`src/rtl/irq_agg_pkg.sv`:
```
package irq_agg_pkg;
  typedef enum logic [1:0] {
    SEL_STATUS = 2'd0,
    SEL_EN_SET = 2'd1,
    SEL_EN_CLR = 2'd2,
    SEL_RESULT = 2'd3
  } reg_sel_e;
endpackage

```
`src/rtl/irq_group_regs.sv`:
```
module irq_group_regs #(
  parameter int SRC_W = 32,
  parameter logic [SRC_W-1:0] USED = '1
) (
  input  logic             clk,
  input  logic             rst,
  input  logic [SRC_W-1:0] src,
  input  logic             wr_stat,
  input  logic             wr_set,
  input  logic             wr_clr,
  input  logic [SRC_W-1:0] wdata,
  output logic [SRC_W-1:0] status_o,
  output logic [SRC_W-1:0] enable_o,
  output logic [SRC_W-1:0] result_o
);
  logic [SRC_W-1:0] status_q, enable_q, clr_mask;

  assign clr_mask = wr_stat ? wdata : '0;

  always_ff @(posedge clk) begin
    if (rst) begin
      status_q <= '0;
      enable_q <= '0;
    end else begin
      status_q <= ((status_q & ~clr_mask) | src) & USED;
      if (wr_set)
        enable_q <= (enable_q | wdata) & USED;
      else if (wr_clr)
        enable_q <= enable_q & ~wdata;
    end
  end

  assign status_o = status_q;
  assign enable_o = enable_q;
  assign result_o = status_q & enable_q;


  src_latch_chk: assert property (@(posedge clk) disable iff (rst)
    1'b1 |=> ((status_q & $past(src & USED)) == $past(src & USED)));


  w1c_clear_chk: assert property (@(posedge clk) disable iff (rst)
    wr_stat |=> ((status_q & $past(wdata & ~src)) == '0));


  en_set_chk: assert property (@(posedge clk) disable iff (rst)
    wr_set |=> ((enable_q & $past(wdata & USED)) == $past(wdata & USED)));
endmodule

```
`src/rtl/irq_group_route.sv`:
```
module irq_group_route #(
  parameter int SRC_W = 32,
  parameter bit FORCE_AGG = 1'b0
) (
  input  logic             clk,
  input  logic             rst,
  input  logic             direct_mode,
  input  logic [SRC_W-1:0] result,
  output logic [SRC_W-1:0] bit_out,
  output logic             or_out
);
  logic eff_direct;

  assign eff_direct = direct_mode & ~FORCE_AGG;
  assign bit_out    = eff_direct ? result : '0;
  assign or_out     = ~eff_direct & (|result);


  route_excl_chk: assert property (@(posedge clk) disable iff (rst)
    !((|bit_out) && or_out));
endmodule

```
`src/rtl/irq_group_agg.sv`:
```
module irq_group_agg
  import irq_agg_pkg::*;
#(
  parameter int NUM_GROUPS = 4,
  parameter int SRC_W = 32,
  parameter logic [NUM_GROUPS-1:0] AGG_GROUPS = 4'b1001,
  parameter logic [NUM_GROUPS*SRC_W-1:0] USED_BITS =
    {32'h0000_00FF, 32'hFFFF_FFFF, 32'h0000_FFFF, 32'hFFFF_FFFF},
  localparam int ADDR_W = $clog2(NUM_GROUPS*4 + 1),
  localparam int GRP_W = ADDR_W - 2
) (
  input  logic                        clk,
  input  logic                        rst,
  input  logic [NUM_GROUPS*SRC_W-1:0] irq_src,
  input  logic                        req_valid,
  output logic                        req_ready,
  input  logic                        req_write,
  input  logic [ADDR_W-1:0]           req_addr,
  input  logic [SRC_W-1:0]            req_wdata,
  output logic                        rsp_valid,
  output logic [SRC_W-1:0]            rsp_rdata,
  output logic [NUM_GROUPS*SRC_W-1:0] irq_direct,
  output logic [NUM_GROUPS-1:0]       irq_group
);
  localparam logic [ADDR_W-1:0] CTRL_ADDR = ADDR_W'(NUM_GROUPS*4);

  logic             wr_en, rd_en, direct_mode_q;
  logic [GRP_W-1:0] addr_grp;
  reg_sel_e         addr_sel;
  logic [SRC_W-1:0] rd_mux;
  logic [SRC_W-1:0] status_a [NUM_GROUPS];
  logic [SRC_W-1:0] enable_a [NUM_GROUPS];
  logic [SRC_W-1:0] result_a [NUM_GROUPS];

  assign req_ready = 1'b1;
  assign wr_en     = req_valid & req_write;
  assign rd_en     = req_valid & ~req_write;
  assign addr_grp  = req_addr[ADDR_W-1:2];
  assign addr_sel  = reg_sel_e'(req_addr[1:0]);

  for (genvar g = 0; g < NUM_GROUPS; g++) begin : g_grp
    logic hit;
    assign hit = wr_en && (addr_grp == GRP_W'(g));

    irq_group_regs #(
      .SRC_W(SRC_W),
      .USED (USED_BITS[g*SRC_W +: SRC_W])
    ) i_regs (
      .clk     (clk),
      .rst     (rst),
      .src     (irq_src[g*SRC_W +: SRC_W]),
      .wr_stat (hit && addr_sel == SEL_STATUS),
      .wr_set  (hit && addr_sel == SEL_EN_SET),
      .wr_clr  (hit && addr_sel == SEL_EN_CLR),
      .wdata   (req_wdata),
      .status_o(status_a[g]),
      .enable_o(enable_a[g]),
      .result_o(result_a[g])
    );

    irq_group_route #(
      .SRC_W    (SRC_W),
      .FORCE_AGG(AGG_GROUPS[g])
    ) i_route (
      .clk        (clk),
      .rst        (rst),
      .direct_mode(direct_mode_q),
      .result     (result_a[g]),
      .bit_out    (irq_direct[g*SRC_W +: SRC_W]),
      .or_out     (irq_group[g])
    );
  end

  always_comb begin
    rd_mux = '0;
    if (req_addr == CTRL_ADDR) begin
      rd_mux[0] = direct_mode_q;
    end else begin
      for (int k = 0; k < NUM_GROUPS; k++) begin
        if (addr_grp == GRP_W'(k)) begin
          case (addr_sel)
            SEL_STATUS: rd_mux = status_a[k];
            SEL_EN_SET: rd_mux = enable_a[k];
            SEL_EN_CLR: rd_mux = enable_a[k];
            default:    rd_mux = result_a[k];
          endcase
        end
      end
    end
  end

  always_ff @(posedge clk) begin
    if (rst) begin
      direct_mode_q <= 1'b0;
      rsp_valid     <= 1'b0;
      rsp_rdata     <= '0;
    end else begin
      rsp_valid <= rd_en;
      if (rd_en) rsp_rdata <= rd_mux;
      if (wr_en && req_addr == CTRL_ADDR) direct_mode_q <= req_wdata[0];
    end
  end


  rsp_follows_read_chk: assert property (@(posedge clk) disable iff (rst)
    rd_en |=> rsp_valid);


  no_spurious_rsp_chk: assert property (@(posedge clk) disable iff (rst)
    !rd_en |=> !rsp_valid);


  reset_state_chk: assert property (@(posedge clk)
    rst |=> (!direct_mode_q && !rsp_valid && irq_group == '0));
endmodule

```
`config.mk`:
```
export PLATFORM = sky130hd
export DESIGN_NAME = irq_group_agg
export DESIGN_NICKNAME = d
export VERILOG_FILES = /design/src/rtl/irq_agg_pkg.sv /design/src/rtl/irq_group_regs.sv /design/src/rtl/irq_group_route.sv /design/src/rtl/irq_group_agg.sv
export SDC_FILE = /design/constraint.sdc
export NUM_CORES = 1
export LEC_CHECK = 0
export BUFFER_PORTS_ARGS = -buffer_cell sky130_fd_sc_hd__buf_2
export CAP_MARGIN = 10
export CORE_UTILIZATION = 53
export DETAILED_ROUTE_END_ITERATION = 16
export PLACE_DENSITY = 0.85
export SYNTH_ARGS = -nofsm -noshare
export SYNTH_HDL_FRONTEND = slang
export SYNTH_SLANG_ARGS = --single-unit
```
`constraint.sdc`:
```
create_clock -name clk -period 2.2 [get_ports clk]
set_input_delay 0.44 -clock clk [delete_from_list [all_inputs] [get_ports clk]]
set_output_delay 0.44 -clock clk [all_outputs]
set_load 0.05 [all_outputs]
```
==> flow_metrics.tcl, run 1 <==
set metrics [dict create \
    drtIter0Drc 2019 \
    io_pins 335 \
    crit_family "compound AO/OA/AOI/OAI gates" \
    synth.avg_cell_area_sq_um 7.658 \
    pre_cts_ws_ps -119.3 \
    start_util 0.5403 \
    die_w_microns 156.7 \
    cts-htree-levels 1 \
    path_cells "a22o_1, a221oi_2, buf_4, nand4_1, buf_6, nor3_4, nor2_2, buf_6" \
    hold_violations 0 \
    num_vias 13500 \
    ys_seq_elements 250 \
    root_buffer "clkbuf_16" \
    worst_pin_slew_ps 876.1 \
    core-area_sq_um 23470 \
    critPathKind "reg -> out" \
    max_slew_margin 0.4138 \
    clk_latency_ps 540 \
    synth_top_area_frac 0.3946 \
    hpwl_mm 29.55 \
    peakVddDrop_mv 0.5820 \
    io_buffers 213 \
    required_ps 1760 \
    crit_top_cell "buf_6" \
    first_pass_iters 7 \
    synth_cell_types 46 \
    routabilityCongestion 0.9317 \
    rsz0062_at_grt "yes" \
    cp.buffers_inverters 3 \
    setup_ws_ps -484.4 \
    diodes 0 \
    tns_ps -989.1 \
    hold_depth 3 \
    synthFlopType "dfxtp_1" \
    clkTransAtPathRegs_ps 60 \
    final_cells 2186 \
    routed_via_density 6.176 \
    die_area_sq_um 24550 \
    ys_seq_area_frac 0.3946 \
    power_mw 11.05 \
    postCtsHoldBufs 0 \
    rr_worst_depth 5 \
    whs_ps 106.6 \
    detail_route.wirelength_mm 42.70 \
    stdcell_area_sq_um 15050 \
    async_flop_share 0 \
    drc 0 \
    ys_warn_count 0 \
    synthesis.area_sq_um 12680 \
    synth_common_cells "nand2_1 (402), dfxtp_1 (250), nor2_1 (181)" \
    min_period_ps 2684 \
    synth.area.top_cells "dfxtp_1 (39%), nand2_1 (12%), a22oi_1 (7.4%)" \
    hp-class "in -> reg" \
    rows 56 \
    gr-usage-all-layers 0.3381 \
    antenna_found_initial 0 \
    cts_tree "done" \
    final-max-slew-violation-count 0 \
    route.antenna.remaining_nets 0 \
    num-nets-final 2020 \
    timing.fmax_mhz 372.5 \
    yosysTopAreaCell "dfxtp_1" \
    dieHeight_microns 156.7 \
    finalCritPeriodShare 1.220 \
    cp.arrival_ps 2240 \
    worstSetupStartpointType "register" \
    crit_cells 8 \
    critPathMaxFanout 2 \
    synth_most_common_cell "nand2_1" \
    setup_viol 3 \
    failed_checks "setup timing" \
    cts.sinks 250 \
    grt_pass1_wl_mm 65.31 \
    clockBufferDepth 3 \
    drive_above_1_share 0.2164 \
    wl_per_cell_microns 19.53 \
    cpPeakStageDelay_ps 330 \
    end_kind "output port" \
    grt_overflow_total 0 \
    synth-edff-count 0 \
    placedInstanceArea_sq_um 14030 \
    synth_cells 1656 \
    grt_pass1_vias 12210 \
    grt_max_degree 77 \
    outcome "complete, but fails checks" \
    powerDensity_nw_per_um2 734.3 \
    placed_cells 2134 \
    cts_inserted_buffers 27 \
    crit_path_top_delay_cell "dfxtp_2" \
    utilization 0.6411 \
    clock_skew_ps 9.436 \
    drv_cap 0 \
    p_leak_nw 6.544 \
    syn_to_final_growth_pct 18.66 \
]
[final timing paths]
check,start,endpoint,slack [ps]
hold reg to reg,rsp_rdata[17]$_SDFFE_PP0P_,rsp_rdata[17]$_SDFFE_PP0P_,480
hold / removal,irq_src[0],g_grp[0].i_regs.status_o[0]$_SDFF_PP0_,110
setup / recovery,g_grp[2].i_regs.status_o[29]$_SDFF_PP0_,irq_group[2],-480
setup reg to reg,g_grp[0].i_regs.status_o[0]$_SDFF_PP0_,rsp_rdata[0]$_SDFFE_PP0P_,550
[what timing repair did]
| action | in CTS | in global routing |
|---|---|---|
| gates resized for setup | 18 | 5 |
| buffers inserted | 3 | 0 |
| setup endpoints to repair | 3 | 4 |
| pin swaps | 5 | 3 |
[routing by layer]
metal  global-route usage  wire length, microns  part of all wire  up-vias
met5                    0                     0                 0        -
met4               0.1681                  2002             0.047        0
met3              0.05483                  5391              0.13      157
met2               0.5466                 19310              0.45     1055
met1               0.4367                 16000              0.37     6249
li1                     -                     -                 -     6040
[layout make-up]
type	count	area, sq um
clock buffers	33	718.2
clock inverters	16	196.4
fillers	1981	8424
inverters	3	11.26
multi-input cells	1247	6626
flip-flops and latches	250	5015
well taps	319	399.1
repair buffers	318	2082
[cells by family after synthesis]
| logic type | after synthesis | synth area share |
|---|---|---|
| compound gates | 392 | 0.2240 |
| simple gates | 768 | 0.2640 |
| other cells | 2 | 0.0005922 |
| flops | 250 | 0.3946 |
| buf+inv | 238 | 0.1111 |
| fa+ha+maj | 4 | 0.003946 |
| mux | 2 | 0.001776 |
[layout by cell type (no fill, tap or decap), types with 16 or more instances in the layout]
cell	netlist	routed
dfxtp_1	250	244
conb_1	2	81
a21oi_1	103	103
a22o_1	28	28
a221oi_1	59	55
nand2_1	402	402
nand3_1	37	37
o21ai_0	17	17
buf_2	37	208
buf_4	117	89
buf_12	0	16
nor2_1	181	180
a31oi_1	16	16
clkbuf_16	0	27
a22oi_1	125	125
and3_1	92	91
[power breakdown]
group          switching (mW)  internal [mW]  total [mW]
Combinational            1.07          0.426        1.50
Sequential              0.168           4.67        4.83
Clock                    1.92           2.80        4.72
Total                    3.16           7.89        11.0
[tightest hold or removal path, stage by stage]
cell and delay, ps:
buf_2 80, a21oi_1 30, nor2_1 60
Note: power is estimated with default switching activity, not from simulation.
==> run 2, diff against run 1 <==
- SETUP_SLACK_MARGIN: default -> 0.4
- SKIP_CTS_REPAIR_TIMING: default -> 1
==> run 2 against run 1 <==
Net effect:
- the flow still finishes with violations (setup timing)
- sequential power is essentially flat
- clock-buffer cell count grew 6
- via count grew 2.5%
- clock power shrank 8.7%
- cell count is essentially flat
- register-to-register slack gained 30 ps
- worst hold slack gained 1.1 ps
- setup slack gained 45 ps
- critical path depth shrank 2
- sequential cell count is the same
- global-route usage grew 0.42 points
- design area grew 5.2%
- largest cell class unchanged
- largest power group unchanged
- highest routed layer unchanged
==> flow_metrics.tcl, run 2 (synthesis results as in run 1) <==
set metrics [dict create \
    outcome "complete, but fails checks" \
    failed_checks "setup timing" \
    rows 56 \
    max_slew_margin 0.4075 \
    critPathMaxFanout 2 \
    drc 0 \
    final_cell_mix "nand2_1 (402), dfxtp_1 (239), nor2_1 (180), buf_2 (160), a22oi_1 (121)" \
    io_buffers 213 \
    hp-class "in -> reg" \
    clk_latency_ps 540 \
    powerDensity_nw_per_um2 675.1 \
    cts.sinks 250 \
    finalCritPeriodShare 1.200 \
    cts-htree-levels 1 \
    placedInstanceArea_sq_um 14050 \
    rsz0062_at_grt "yes" \
    worst_pin_slew_ps 885.5 \
    clockBufferDepth 3 \
    antenna_found_initial 1 \
    crit_path_top_delay_cell "or3_4" \
    worstSetupStartpointType "register" \
    root_buffer "clkbuf_16" \
    io_pins 335 \
    grt_max_degree 64 \
    die_w_microns 156.7 \
    cpPeakStageDelay_ps 380 \
    grt_pass1_wl_mm 65.43 \
    cts_tree "done" \
    setup_ws_ps -439.5 \
    grt_pass1_vias 11930 \
    power_mw 10.69 \
    whs_ps 107.6 \
    num_vias 13830 \
    clock_skew_ps 9.048 \
    hpwl_mm 29.53 \
    required_ps 1760 \
    die_area_sq_um 24550 \
    syn_to_final_growth_pct 24.80 \
    dieHeight_microns 156.7 \
    drv_cap 0 \
    hold_violations 0 \
    min_period_ps 2639 \
    peakVddDrop_mv 0.5730 \
    routed_via_density 6.322 \
    grt_overflow_total 0 \
    cts_inserted_buffers 27 \
    layout_commonest_cell "nand2_1" \
    setup_viol 3 \
    end_kind "output port" \
    path_cells "a22o_1, a221oi_2, buf_4, nand4_1, or3_4, buf_6" \
    detail_route.wirelength_mm 46.95 \
    route.antenna.remaining_nets 0 \
    num-nets-final 2023 \
    core-area_sq_um 23470 \
    clkTransAtPathRegs_ps 60 \
    gr-usage-all-layers 0.3422 \
    first_pass_iters 6 \
    stdcell_area_sq_um 15830 \
    critPathKind "reg -> out" \
    cp.arrival_ps 2200 \
    drtIter0Drc 2088 \
    timing.fmax_mhz 378.9 \
    start_util 0.5403 \
    wl_per_cell_microns 21.46 \
    tns_ps -839.8 \
    drive_above_1_share 0.2457 \
    pre_cts_ws_ps -77.34 \
    r2r_setup_slack_ps 580 \
    routabilityCongestion 0.9481 \
    final-max-slew-violation-count 0 \
    p_leak_nw 6.515 \
]
-- run 2: cell types whose count changed in the layout (fill, tap and decap cells not counted), sizes merged --
cell,delta
buf,+2
bufinv,-4
clkbuf,+7
clkinv,-4
diode,+1
-- run 2: worst paths after layout --
| kind | startpoint | to | cells past startpoint |
|---|---|---|---|
| worst max-delay path | g_grp[0].i_regs.status_o[23]$_SDFF_PP0_ | irq_group[0] | 6 |
| worst max register to register | g_grp[0].i_regs.status_o[0]$_SDFF_PP0_ | rsp_rdata[0]$_SDFFE_PP0P_ | 5 |
| worst min register to register | register | register | 2 |
| worst min-delay path | irq_src[86] | g_grp[2].i_regs.status_o[22]$_SDFF_PP0_ | 3 |
-- run 2: cell type report --
class                   count  area [sq um]
clock inverters             8         50.05
well taps                 319         399.1
repair buffers            321          2673
flip-flops and latches    250          5024
diodes                      1         2.502
fillers                  1782          7645
multi-input cells        1247          6898
inverters                   3         11.26
clock buffers              39         770.7
-- run 2: per-layer routing --
layer | global-route usage | up-vias | share of wire
li1 | - | 6056 | -
met1 | 0.4495 | 6396 | 0.36
met2 | 0.5548 | 1145 | 0.45
met3 | 0.05760 | 236 | 0.13
met4 | 0.1433 | 0 | 0.057
met5 | 0 | - | 0
-- run 2: power by group --
group	internal (mW)	switching [mW]	leakage (nW)
Sequential	4.67	0.172	2.05
Combinational	0.427	1.11	4.06
Clock	2.42	1.88	0.405
-- run 2: per-stage QoR --
step                  util  cells
floorplan                -   1735
global placement    0.5987   2131
detailed placement  0.5987   2131
CTS                 0.6336   2178
global route        0.6742   2187
finish              0.6743   2188
-- run 2: critical path: cells and delay by family (launching register included) --
kind                   cells  cell delay (ps)
AND/OR/NAND/NOR            2              440
flip-flops                 1              320
AO/OA/AOI/OAI              2              550
buffers and inverters      2              350
